## config.mk

```make
export PLATFORM = sky130hd
export DESIGN_NAME = pps_timekeeper
export DESIGN_NICKNAME = d
export VERILOG_FILES = /design/src/rtl/tk_pkg.sv /design/src/rtl/tk_pps_sync.sv /design/src/rtl/tk_regs.sv /design/src/rtl/tk_clock.sv /design/src/rtl/pps_timekeeper.sv
export SDC_FILE = /design/constraint.sdc
export NUM_CORES = 1
export LEC_CHECK = 0
export CORE_MARGIN = 2
export CORE_UTILIZATION = 30
export CTS_BUF_LIST = sky130_fd_sc_hd__clkbuf_16
export DETAILED_ROUTE_END_ITERATION = 8
export GPL_TIMING_DRIVEN = 0
export HOLD_SLACK_MARGIN = 0.02
export PLACE_DENSITY = 0.6
export SLEW_MARGIN = 20
export SYNTH_ARGS = -nofsm -noshare
export SYNTH_HDL_FRONTEND = slang
export SYNTH_HIERARCHICAL = 1
export SYNTH_SLANG_ARGS = --single-unit
```

## constraint.sdc

```tcl
create_clock -name clk -period 5.58 [get_ports clk]
set_clock_uncertainty 0.1 [all_clocks]
set_input_delay 0.837 -clock clk [delete_from_list [all_inputs] [get_ports clk]]
set_output_delay 0.837 -clock clk [all_outputs]
set_load 0.1 [all_outputs]
```

## src/rtl/tk_pkg.sv

```systemverilog
package tk_pkg;

    localparam int TK_W      = 32;
    localparam int NUM_REGS  = 5;

    // register offsets from the block base address
    localparam int IDX_SECS  = 0;
    localparam int IDX_TICKS = 1;
    localparam int IDX_FLAGS = 2;
    localparam int IDX_IMM   = 3;
    localparam int IDX_TPS   = 4;

    typedef struct packed {
        logic [TK_W-1:0] secs;
        logic [TK_W-1:0] ticks;
    } tk_time_t;

    typedef enum logic [0:0] {
        TK_IDLE  = 1'b0,
        TK_ARMED = 1'b1
    } tk_state_e;

endpackage

```

## src/rtl/tk_pps_sync.sv

```systemverilog
module tk_pps_sync #(
    parameter int STAGES = 2
) (
    input  logic clk,
    input  logic rst,
    input  logic pin,
    output logic rise,
    output logic fall
);

    localparam int TOP = STAGES - 1;

    logic [STAGES-1:0] chain;
    logic              last;

    always_ff @(posedge clk) begin
        if (rst) begin
            chain <= '0;
            last  <= 1'b0;
        end else begin
            chain <= {chain[STAGES-2:0], pin};
            last  <= chain[TOP];
        end
    end

    assign rise =  chain[TOP] & ~last;
    assign fall = ~chain[TOP] &  last;

    generate
        if (STAGES == 2) begin : g_lat_chk

            sync_latency_chk: assert property (@(posedge clk) disable iff (rst)
                rise |-> $past(pin, 2));
        end
    endgenerate

endmodule

```

## src/rtl/tk_regs.sv

```systemverilog
module tk_regs
    import tk_pkg::*;
#(
    parameter int                ADDR_W   = 8,
    parameter logic [ADDR_W-1:0] SET_BASE = 16,
    parameter logic [TK_W-1:0]   TPS_INIT = 32'd100_000_000
) (
    input  logic              clk,
    input  logic              rst,
    input  logic              stb,
    input  logic [ADDR_W-1:0] addr,
    input  logic [TK_W-1:0]   data,
    output tk_time_t          stage,
    output logic              edge_rise,
    output logic              src_b,
    output logic [TK_W-1:0]   tps,
    output logic              load_now,
    output logic              load_arm
);

    localparam logic [ADDR_W-1:0] LAST_OFF = ADDR_W'(NUM_REGS - 1);

    logic [ADDR_W-1:0] off;
    logic              hit;

    assign off = addr - SET_BASE;
    assign hit = stb && (addr >= SET_BASE) && (off <= LAST_OFF);

    always_ff @(posedge clk) begin
        if (rst) begin
            stage     <= '0;
            edge_rise <= 1'b0;
            src_b     <= 1'b0;
            tps       <= TPS_INIT;
            load_now  <= 1'b0;
            load_arm  <= 1'b0;
        end else begin
            load_now <= 1'b0;
            load_arm <= 1'b0;
            if (hit) begin
                case (off)
                    ADDR_W'(IDX_SECS):  stage.secs  <= data;
                    ADDR_W'(IDX_TICKS): stage.ticks <= data;
                    ADDR_W'(IDX_FLAGS): begin
                        edge_rise <= data[0];
                        src_b     <= data[1];
                    end
                    ADDR_W'(IDX_IMM): begin
                        load_now <=  data[0];
                        load_arm <= ~data[0];
                    end
                    ADDR_W'(IDX_TPS):   tps <= data;
                    default: ;
                endcase
            end
        end
    end


    ignore_write_chk: assert property (@(posedge clk) disable iff (rst)
        (stb && !hit) |=> ($stable(tps) && $stable(stage) && $stable({edge_rise, src_b})
                           && !load_now && !load_arm));


    stage_only_chk: assert property (@(posedge clk) disable iff (rst)
        (hit && off == ADDR_W'(IDX_SECS)) |=> (stage.secs == $past(data) && !load_now && !load_arm));

endmodule

```

## src/rtl/tk_clock.sv

```systemverilog
module tk_clock
    import tk_pkg::*;
(
    input  logic            clk,
    input  logic            rst,
    input  tk_time_t        stage,
    input  logic [TK_W-1:0] tps,
    input  logic            load_now,
    input  logic            load_arm,
    input  logic            pps_evt,
    output tk_time_t        now_t,
    output tk_time_t        snap_t
);

    tk_state_e state_q, state_d;
    logic      take_load;
    logic      at_wrap;

    assign at_wrap = (now_t.ticks == tps - TK_W'(1));

    // next-state and load decision
    always_comb begin
        state_d   = state_q;
        take_load = 1'b0;
        unique case (state_q)
            TK_IDLE: begin
                if (load_now) begin
                    take_load = 1'b1;
                end else if (load_arm) begin
                    state_d = TK_ARMED;
                end
            end
            TK_ARMED: begin
                if (load_now) begin
                    take_load = 1'b1;
                    state_d   = TK_IDLE;
                end else if (pps_evt) begin
                    take_load = 1'b1;
                    state_d   = load_arm ? TK_ARMED : TK_IDLE;
                end
            end
            default: state_d = TK_IDLE;
        endcase
    end

    // state register
    always_ff @(posedge clk) begin
        if (rst) state_q <= TK_IDLE;
        else     state_q <= state_d;
    end

    // time outputs
    always_ff @(posedge clk) begin
        if (rst) begin
            now_t  <= '0;
            snap_t <= '0;
        end else begin
            if (take_load) begin
                now_t <= stage;
            end else if (at_wrap) begin
                now_t.ticks <= '0;
                now_t.secs  <= now_t.secs + TK_W'(1);
            end else begin
                now_t.ticks <= now_t.ticks + TK_W'(1);
            end
            if (pps_evt) snap_t <= now_t;
        end
    end


    tick_step_chk: assert property (@(posedge clk) disable iff (rst)
        (!take_load && !at_wrap) |=> (now_t.ticks == $past(now_t.ticks) + 1
                                      && now_t.secs == $past(now_t.secs)));


    tick_wrap_chk: assert property (@(posedge clk) disable iff (rst)
        (!take_load && at_wrap) |=> (now_t.ticks == '0 && now_t.secs == $past(now_t.secs) + 1));


    now_load_chk: assert property (@(posedge clk) disable iff (rst)
        load_now |=> (now_t == $past(stage)));


    armed_hold_chk: assert property (@(posedge clk) disable iff (rst)
        (state_q == TK_ARMED && !pps_evt && !load_now) |=> state_q == TK_ARMED);


    cancel_chk: assert property (@(posedge clk) disable iff (rst)
        (state_q == TK_ARMED && load_now) |=> state_q == TK_IDLE);


    snap_pre_load_chk: assert property (@(posedge clk) disable iff (rst)
        pps_evt |=> (snap_t == $past(now_t)));

endmodule

```

## src/rtl/pps_timekeeper.sv

```systemverilog
module pps_timekeeper
    import tk_pkg::*;
#(
    parameter int                ADDR_W      = 8,
    parameter logic [ADDR_W-1:0] SET_BASE    = 16,
    parameter logic [TK_W-1:0]   TPS_INIT    = 32'd100_000_000,
    parameter int                SYNC_STAGES = 2
) (
    input  logic              clk,
    input  logic              rst,
    input  logic              set_stb,
    input  logic [ADDR_W-1:0] set_addr,
    input  logic [TK_W-1:0]   set_data,
    input  logic              pps_a,
    input  logic              pps_b,
    output logic [TK_W-1:0]   now_secs,
    output logic [TK_W-1:0]   now_ticks,
    output logic [TK_W-1:0]   snap_secs,
    output logic [TK_W-1:0]   snap_ticks
);

    localparam int NUM_PPS = 2;

    tk_time_t          stage, now_t, snap_t;
    logic [TK_W-1:0]   tps;
    logic              edge_rise, src_b, load_now, load_arm, pps_evt;
    logic [NUM_PPS-1:0] pins, rises, falls;

    assign pins = {pps_b, pps_a};

    tk_regs #(
        .ADDR_W  (ADDR_W),
        .SET_BASE(SET_BASE),
        .TPS_INIT(TPS_INIT)
    ) u_regs (
        .clk      (clk),
        .rst      (rst),
        .stb      (set_stb),
        .addr     (set_addr),
        .data     (set_data),
        .stage    (stage),
        .edge_rise(edge_rise),
        .src_b    (src_b),
        .tps      (tps),
        .load_now (load_now),
        .load_arm (load_arm)
    );

    genvar gi;
    generate
        for (gi = 0; gi < NUM_PPS; gi++) begin : g_sync
            tk_pps_sync #(.STAGES(SYNC_STAGES)) u_sync (
                .clk (clk),
                .rst (rst),
                .pin (pins[gi]),
                .rise(rises[gi]),
                .fall(falls[gi])
            );
        end
    endgenerate

    always_comb begin
        if (edge_rise) pps_evt = rises[src_b];
        else           pps_evt = falls[src_b];
    end

    tk_clock u_clock (
        .clk     (clk),
        .rst     (rst),
        .stage   (stage),
        .tps     (tps),
        .load_now(load_now),
        .load_arm(load_arm),
        .pps_evt (pps_evt),
        .now_t   (now_t),
        .snap_t  (snap_t)
    );

    assign now_secs   = now_t.secs;
    assign now_ticks  = now_t.ticks;
    assign snap_secs  = snap_t.secs;
    assign snap_ticks = snap_t.ticks;


    unselected_src_chk: assert property (@(posedge clk) disable iff (rst)
        (!rises[src_b] && !falls[src_b]) |=> $stable(snap_t));

endmodule

```

==> results of run 1 <==
sequential cells by signal (all words and copies together) (netlist names):
name and count:
u_regs/edge_rise 1, g_sync.u_sync/last 2, u_regs/tps 32, u_regs/load_arm 1, u_clock/now_t 64, u_clock/state_q 1
g_sync.u_sync/chain 4, u_clock/snap_t 64, u_regs/stage 64, u_regs/load_now 1, u_regs/src_b 1
cell usage after synthesis, types with 5 or more instances:
cell type,instances,area [um2]
nand4b_1,7,61.3
nand2b_1,124,776
or4b_1,7,70.1
nor2b_1,16,100
xor2_1,19,166
buf_2,16,80.1
nand4_1,15,93.8
nand3_1,47,235
xnor2_1,50,438
nor4_1,43,269
inv_1,12,45.0
a32o_1,32,320
nand2_1,51,191
and3_1,16,100
and4_1,10,87.6
nor3_1,22,110
buf_1,7,26.3
o311ai_0,8,70.1
and2_1,14,87.6
nor2_1,166,623
o31a_1,14,123
clkbuf_1,54,203
a21oi_1,5,25.0
mux2i_1,163,1630
nor4b_1,7,61.3
a31oi_1,5,31.3
or3_1,5,31.3
dfxtp_1,235,4700
a311oi_1,9,78.8
o21ai_0,8,40.0
metal layers:
layer | routed length [um] | track usage
met4 | 1180 | 0.0584
met5 | 11 | 0
met1 | 16500 | 0.244
met3 | 2400 | 0.0284
met2 | 17600 | 0.310
worst min path at each step:
stage / endpoint / slack [ns] / from / cells past startpoint
floorplan: g_sync[0].u_sync/chain[1]$_SDFF_PP0_ / 0.31 / g_sync[0].u_sync/chain[0]$_SDFF_PP0_ / 1
global placement: g_sync[1].u_sync/chain[1]$_SDFF_PP0_ / 0.33 / g_sync[1].u_sync/chain[0]$_SDFF_PP0_ / 1
detailed placement: g_sync[1].u_sync/chain[1]$_SDFF_PP0_ / 0.33 / g_sync[1].u_sync/chain[0]$_SDFF_PP0_ / 1
CTS: g_sync[1].u_sync/chain[1]$_SDFF_PP0_ / 0.34 / g_sync[1].u_sync/chain[0]$_SDFF_PP0_ / 1
global route: g_sync[0].u_sync/chain[1]$_SDFF_PP0_ / 0.36 / g_sync[0].u_sync/chain[0]$_SDFF_PP0_ / 1
finish: g_sync[1].u_sync/chain[1]$_SDFF_PP0_ / 0.34 / g_sync[1].u_sync/chain[0]$_SDFF_PP0_ / 1
power groups by stage:
stage          Sequential (mW)  Clock [mW]  Combinational, mW
4_1_cts                   1.69        1.98              0.176
6_report                  1.69        1.93              0.175
2_1_floorplan             1.74           0             0.0743
3_5_place_dp              1.73           0              0.176
5_1_grt                   1.69        2.04              0.185
3_3_place_gp              1.73           0              0.175
critical path, cell delays in order, from the launching register on:
cell and delay (ns):
dfxtp_1 0.37, inv_1 0.09, ha_1 0.24, nor4b_1 0.58, nand4_1 0.43, nor3_1 0.29, xnor2_1 0.16, nor4_1 0.70
and3_1 0.24, buf_2 0.22, nand2_1 0.29, buf_2 0.31, a32o_1 0.28
stage by stage:
step	utilization	total power, mW
6_report	0.393	3.79
5_1_grt	0.393	3.92
4_1_cts	0.393	3.85
3_5_place_dp	0.367	1.90
3_3_place_gp	0.367	1.90
2_1_floorplan	-	1.81
cell families (layout without fill, tap and decap cells):
| family | count (synthesis) | in the layout | share of synthesized area |
|---|---|---|---|
| multiplexers | 165 | 165 | 0.145 |
| AO/OA/AOI/OAI | 104 | 104 | 0.0774 |
| XOR/XNOR | 69 | 69 | 0.0525 |
| buffers and inverters | 100 | 324 | 0.0399 |
| flip-flops | 235 | 235 | 0.409 |
| adder cells (fa/ha/maj) | 3 | 3 | 0.00326 |
| AND/OR/NAND/NOR | 572 | 572 | 0.273 |
layout make-up:
type / instances / area [um2]
clock inverters: 23 / 239
inverters: 12 / 45.0
fillers: 3789 / 22900
well taps: 511 / 639
repair buffers: 172 / 1720
flip-flops and latches: 235 / 4700
clock buffers: 29 / 726
plain buffers: 88 / 415
multi-input cells: 913 / 6340
==> impl_metrics.csv, run 1 <==
group,metric,value,unit
grt,antenna_found_initial,1,
critical_path,worstSetupEndpointType,"flop",
placed_design,dpl_cell_area,13900,um2
critical_path,worstPathArrival,4.74,ns
yosys,netlist_instances,1248,
clock_network,post_cts_buffers,0,
routing,viasPerCell,5.07,
yosys,synth_seq_cells,235,
critical_path,cp.required,5.91,ns
pwr,p_sw_frac,0.229,
placed_design,place.gp.congestion,0.923,
floorplanning,num_rows,71,
sta,hold_slack,0.339,ns
floorplanning,io_pins,173,
clock_network,cts_resized,0,
grt,grt_max_degree,15,
sta,finalSetupViolCount,0,
placed_design,place_hpwl,28200,um
critical_path,r2r_end,"u_clock/now_t[8]$_SDFF_PP0_",
pwr,comb_power_share,0.046,
critical_path,r2r_cells,12,
yosys,synth_area_per_cell,9.22,um2
critical_path,worstSetupStartpoint,"u_regs/tps[0]$_SDFFE_PP0P_",
clock_network,clk_latency,0.55,ns
run_status,status,"finished clean",
clock_network,cts_buffers,29,
clock_network,cts_sinks,235,
pwr,power.internal,2.92,mW
pwr,p_switching,0.868,mW
cells_and_area,area_growth,28.9,%
cells_and_area,final_common_cell,"dfxtp_1",
cells_and_area,layout_common_cells,"235 x dfxtp_1, 172 x clkdlybuf4s50_1, 166 x nor2_1",
yosys,ys.flop_type,"dfxtp_1",
clock_network,hold_buffers,0,
sta,tns,0,ns
sta,layout_min_cycle_time,4.41,ns
sta,worstMarginPinSlew,1.03,ns
critical_path,path_class,"reg2reg",
routing,routed-via-count,10048,
pwr,seq_power_share,0.445,
cells_and_area,nets,1499,
critical_path,start_kind,"flop",
yosys,async_flop_share,0,
sta,finalHoldViolations,0,
yosys,netlist_area,11500,um2
routing,drc,0,
critical_path,reg2reg_slack,1.17,ns
sta,maxSlewHeadroom,0.314,
sta,fin_ws,1.17,ns
sta,final_max_slew_viol_count,0,
pwr,vdd_drop_max,0.000206,V
yosys,yosys.cell_types.count,63,
cells_and_area,final_cells,1983,
sta,max_freq,227,MHz
placed_design,dp.cells,1931,
routing,routed_wl,37700,um
critical_path,critPathCapture,"u_clock/now_t[8]$_SDFF_PP0_",
routing,drt_first_pass_iters,6,
clock_network,ctsRootBufferMaster,"clkbuf_16",
clock_network,cts_tree,"yes",
floorplanning,die_y,200,um
routing,drt_iter0_markers,833,
cells_and_area,final_layout_size_suffix_gt1_frac,0.0618,
clock_network,clk_pin_slew,0.06,ns
floorplanning,fp.dieW,200,um
run,drv_cap,0,
pwr,power.density,256,nW/um2
yosys,yosys_warnings,6,
min_path,hold_path_class,"reg2reg",
cells_and_area,fin_area,14800,um2
critical_path,timing.rr.start,"u_regs/tps[0]$_SDFFE_PP0P_",
routing,ant_nets,0,
yosys,seq_area_frac_synth,0.409,
yosys,synth_edf_count,0,
critical_path,cp_max_fo,10,
clock_network,cts_buffer_depth,3,
placed_design,pre_cts_ws,1.20,ns
pwr,power_frac_clock,0.509,
placed_design,port_buffers,172,
routing,drt-wirelength-per-cell,19.0,um
floorplanning,core-area,37800,um2
grt,grt_usage,0.185,
yosys,syn-num-nets,1296,
sta,grt_setup_unrepaired,"false",
pwr,p_leak,5.34,nW
floorplanning,dieArea,39900,um2
clock_network,cts_max_level,1,
cells_and_area,antenna_cells,0,
grt,grt_pass1_wl,56600,um
floorplanning,initial_core_util,0.305,
grt,overflow,0,
sta,period_share,0.790,
grt,grt_pass1_vias,9817,
Power figures use the tool's default switching activity.
==> inputs of run 2 (changes only) <==
Clock period 5.58 ns to 4.1 ns, I/O delays scaled along.
==> run 2 against run 1 <==
Fmax rose by 13%. Routed wire length rose by 0.11%. Non-clock buffer count did not move. Core utilization rose by 0.15 points. Clock-buffer cell count did not move. Largest power group unchanged.
==> impl_metrics.csv, run 2 (synthesis results as in run 1) <==
group,metric,value,unit
sta,grt_setup_unrepaired,"false",
clock_network,cts_buffer_depth,3,
clock_network,post_cts_buffers,0,
critical_path,r2r_end,"u_clock/now_t[8]$_SDFF_PP0_",
clock_network,hold_buffers,0,
critical_path,path_cells,"or4_4 -> or3_4 -> or4_4 -> or4_4 -> o211ai_2 -> and3_1 -> buf_2 -> nand2_4 -> buf_2 -> a32o_1",
sta,finalSetupViolCount,0,
sta,maxSlewHeadroom,0.314,
routing,routed-via-count,10063,
sta,period_share,0.950,
pwr,power.density,347,nW/um2
grt,grt_pass1_vias,9833,
min_path,hold_path_startpoint,"g_sync[1].u_sync/chain[0]$_SDFF_PP0_",
placed_design,dp.cells,1931,
cells_and_area,final_cells,1983,
routing,drt-wirelength-per-cell,19.1,um
floorplanning,dieArea,39900,um2
placed_design,place.gp.congestion,0.923,
critical_path,slowest_stage,"or4_4",
floorplanning,fp.dieW,200,um
floorplanning,core-area,37800,um2
clock_network,ctsRootBufferMaster,"clkbuf_16",
sta,max_freq,257,MHz
pwr,p_leak,5.39,nW
routing,viasPerCell,5.07,
clock_network,cts_buffers,29,
critical_path,worstSetupEndpointType,"flop",
critical_path,timing.rr.start,"u_regs/tps[2]$_SDFFE_PP0P_",
sta,finalHoldViolations,0,
pwr,vdd_drop_max,0.000279,V
clock_network,clk_latency,0.55,ns
grt,overflow,0,
cells_and_area,final_common_cell,"dfxtp_1",
critical_path,reg2reg_slack,0.20,ns
run_status,status,"finished clean",
clock_network,cts_sinks,235,
cells_and_area,antenna_cells,0,
min_path,hold_end,"g_sync[1].u_sync/chain[1]$_SDFF_PP0_",
placed_design,port_buffers,172,
min_path,hold_path_class,"reg2reg",
placed_design,place_hpwl,28200,um
floorplanning,io_pins,173,
pwr,finalPower,5.16,mW
grt,grt_usage,0.185,
grt,antenna_found_initial,1,
grt,grt_pass1_wl,56700,um
sta,final_max_slew_viol_count,0,
cells_and_area,reg_top3,"u_clock/now_t: 64 flops, u_clock/snap_t: 64 flops, u_regs/stage: 64 flops",
routing,drt_first_pass_iters,5,
floorplanning,initial_core_util,0.305,
critical_path,r2r_cells,10,
cells_and_area,area_growth,29.4,%
floorplanning,num_rows,71,
cells_and_area,final_layout_size_suffix_gt1_frac,0.0666,
cells_and_area,layout_common_cells,"235 x dfxtp_1, 172 x clkdlybuf4s50_1, 166 x nor2_1",
critical_path,path_class,"reg2reg",
min_path,holdPathStages,1,
clock_network,cts_max_level,1,
routing,drt_iter0_markers,838,
critical_path,worstPathArrival,4.23,ns
critical_path,max_stage_delay,0.60,ns
clock_network,cts_tree,"yes",
critical_path,crit_top_cell,"or4_4",
critical_path,cp_max_fo,10,
routing,drc,0,
routing,routed_wl,37800,um
run,drv_cap,0,
critical_path,start_kind,"flop",
routing,ant_nets,0,
sta,worstMarginPinSlew,1.03,ns
grt,grt_max_degree,15,
critical_path,cp.required,4.43,ns
clock_network,clk_pin_slew,0.06,ns
floorplanning,die_y,200,um
sta,layout_min_cycle_time,3.90,ns
cells_and_area,nets,1499,
==> run 2: cell counts in the layout (fill, tap and decap cells not counted) <==
Identical to the previous run, type by type.
==> run 2: stage by stage <==
stage	hold WS (ns)	worst slack [ns]	cell area [um2]	setup TNS [ns]	util
2_1_floorplan	0.314	0.485	11500	0	-
3_3_place_gp	0.327	-0.215	13900	-5.57	0.367
3_5_place_dp	0.329	-0.285	13900	-8.08	0.367
4_1_cts	0.343	0.0401	14900	0	0.393
5_1_grt	0.364	0.0646	14900	0	0.394
6_report	0.339	0.204	14900	0	0.394
==> run 2: worst max path at each step <==
stage	from	to	slack, ns	depth (start not counted)
final	u_regs/tps[2]$_SDFFE_PP0P_	u_clock/now_t[8]$_SDFF_PP0_	0.20	10
after floorplan	u_clock/now_t[34]$_SDFFE_PP0P_	u_clock/now_t[63]$_SDFFE_PP0P_	0.49	8
after CTS	u_regs/tps[5]$_SDFFE_PP0P_	u_clock/now_t[2]$_SDFF_PP0_	0.04	10
after global placement	u_regs/tps[0]$_SDFFE_PP0P_	u_clock/now_t[8]$_SDFF_PP0_	-0.22	12
after detailed placement	u_regs/tps[0]$_SDFFE_PP0P_	u_clock/now_t[2]$_SDFF_PP0_	-0.29	12
after global routing	u_regs/tps[2]$_SDFFE_PP0P_	u_clock/now_t[8]$_SDFF_PP0_	0.06	10
==> run 2: final cells by class <==
cell class / count / area, um2
Buffer: 88 / 417
Clock buffer: 29 / 726
Clock inverter: 23 / 239
Fill cell: 3780 / 22900
Inverter: 12 / 45.0
Multi-Input combinational cell: 913 / 6400
Sequential cell: 235 / 4700
Tap cell: 511 / 639
Timing Repair Buffer: 172 / 1720
==> run 2: repair_timing <==
| action | 4_1_cts | 5_1_grt |
|---|---|---|
| resized for setup | 3 | 8 |
| setup endpoints to repair | 32 | 30 |
| pin swaps | 0 | 0 |
==> run 2: where the power goes <==
part / switching [mW] / internal, mW
combinational: 0.145 / 0.0944
clock: 1.03 / 1.59
sequential: 0.00764 / 2.29
total: 1.18 / 3.98
==> run 2: layer usage <==
layer  vias to the layer above  GRT usage  part of all wire
met2                       332      0.310              0.47
met4                         2     0.0587             0.030
li1                       4850          -                 -
met1                      4808      0.245              0.44
met5                         -          0           0.00029
met3                        71     0.0284             0.057
==> run 2: worst max-delay path: cells and delay by family (launching register included) <==
family	cells	cell delay, ns
flops	1	0.41
compound gates	2	0.42
simple gates	6	2.37
buf+inv	2	0.47
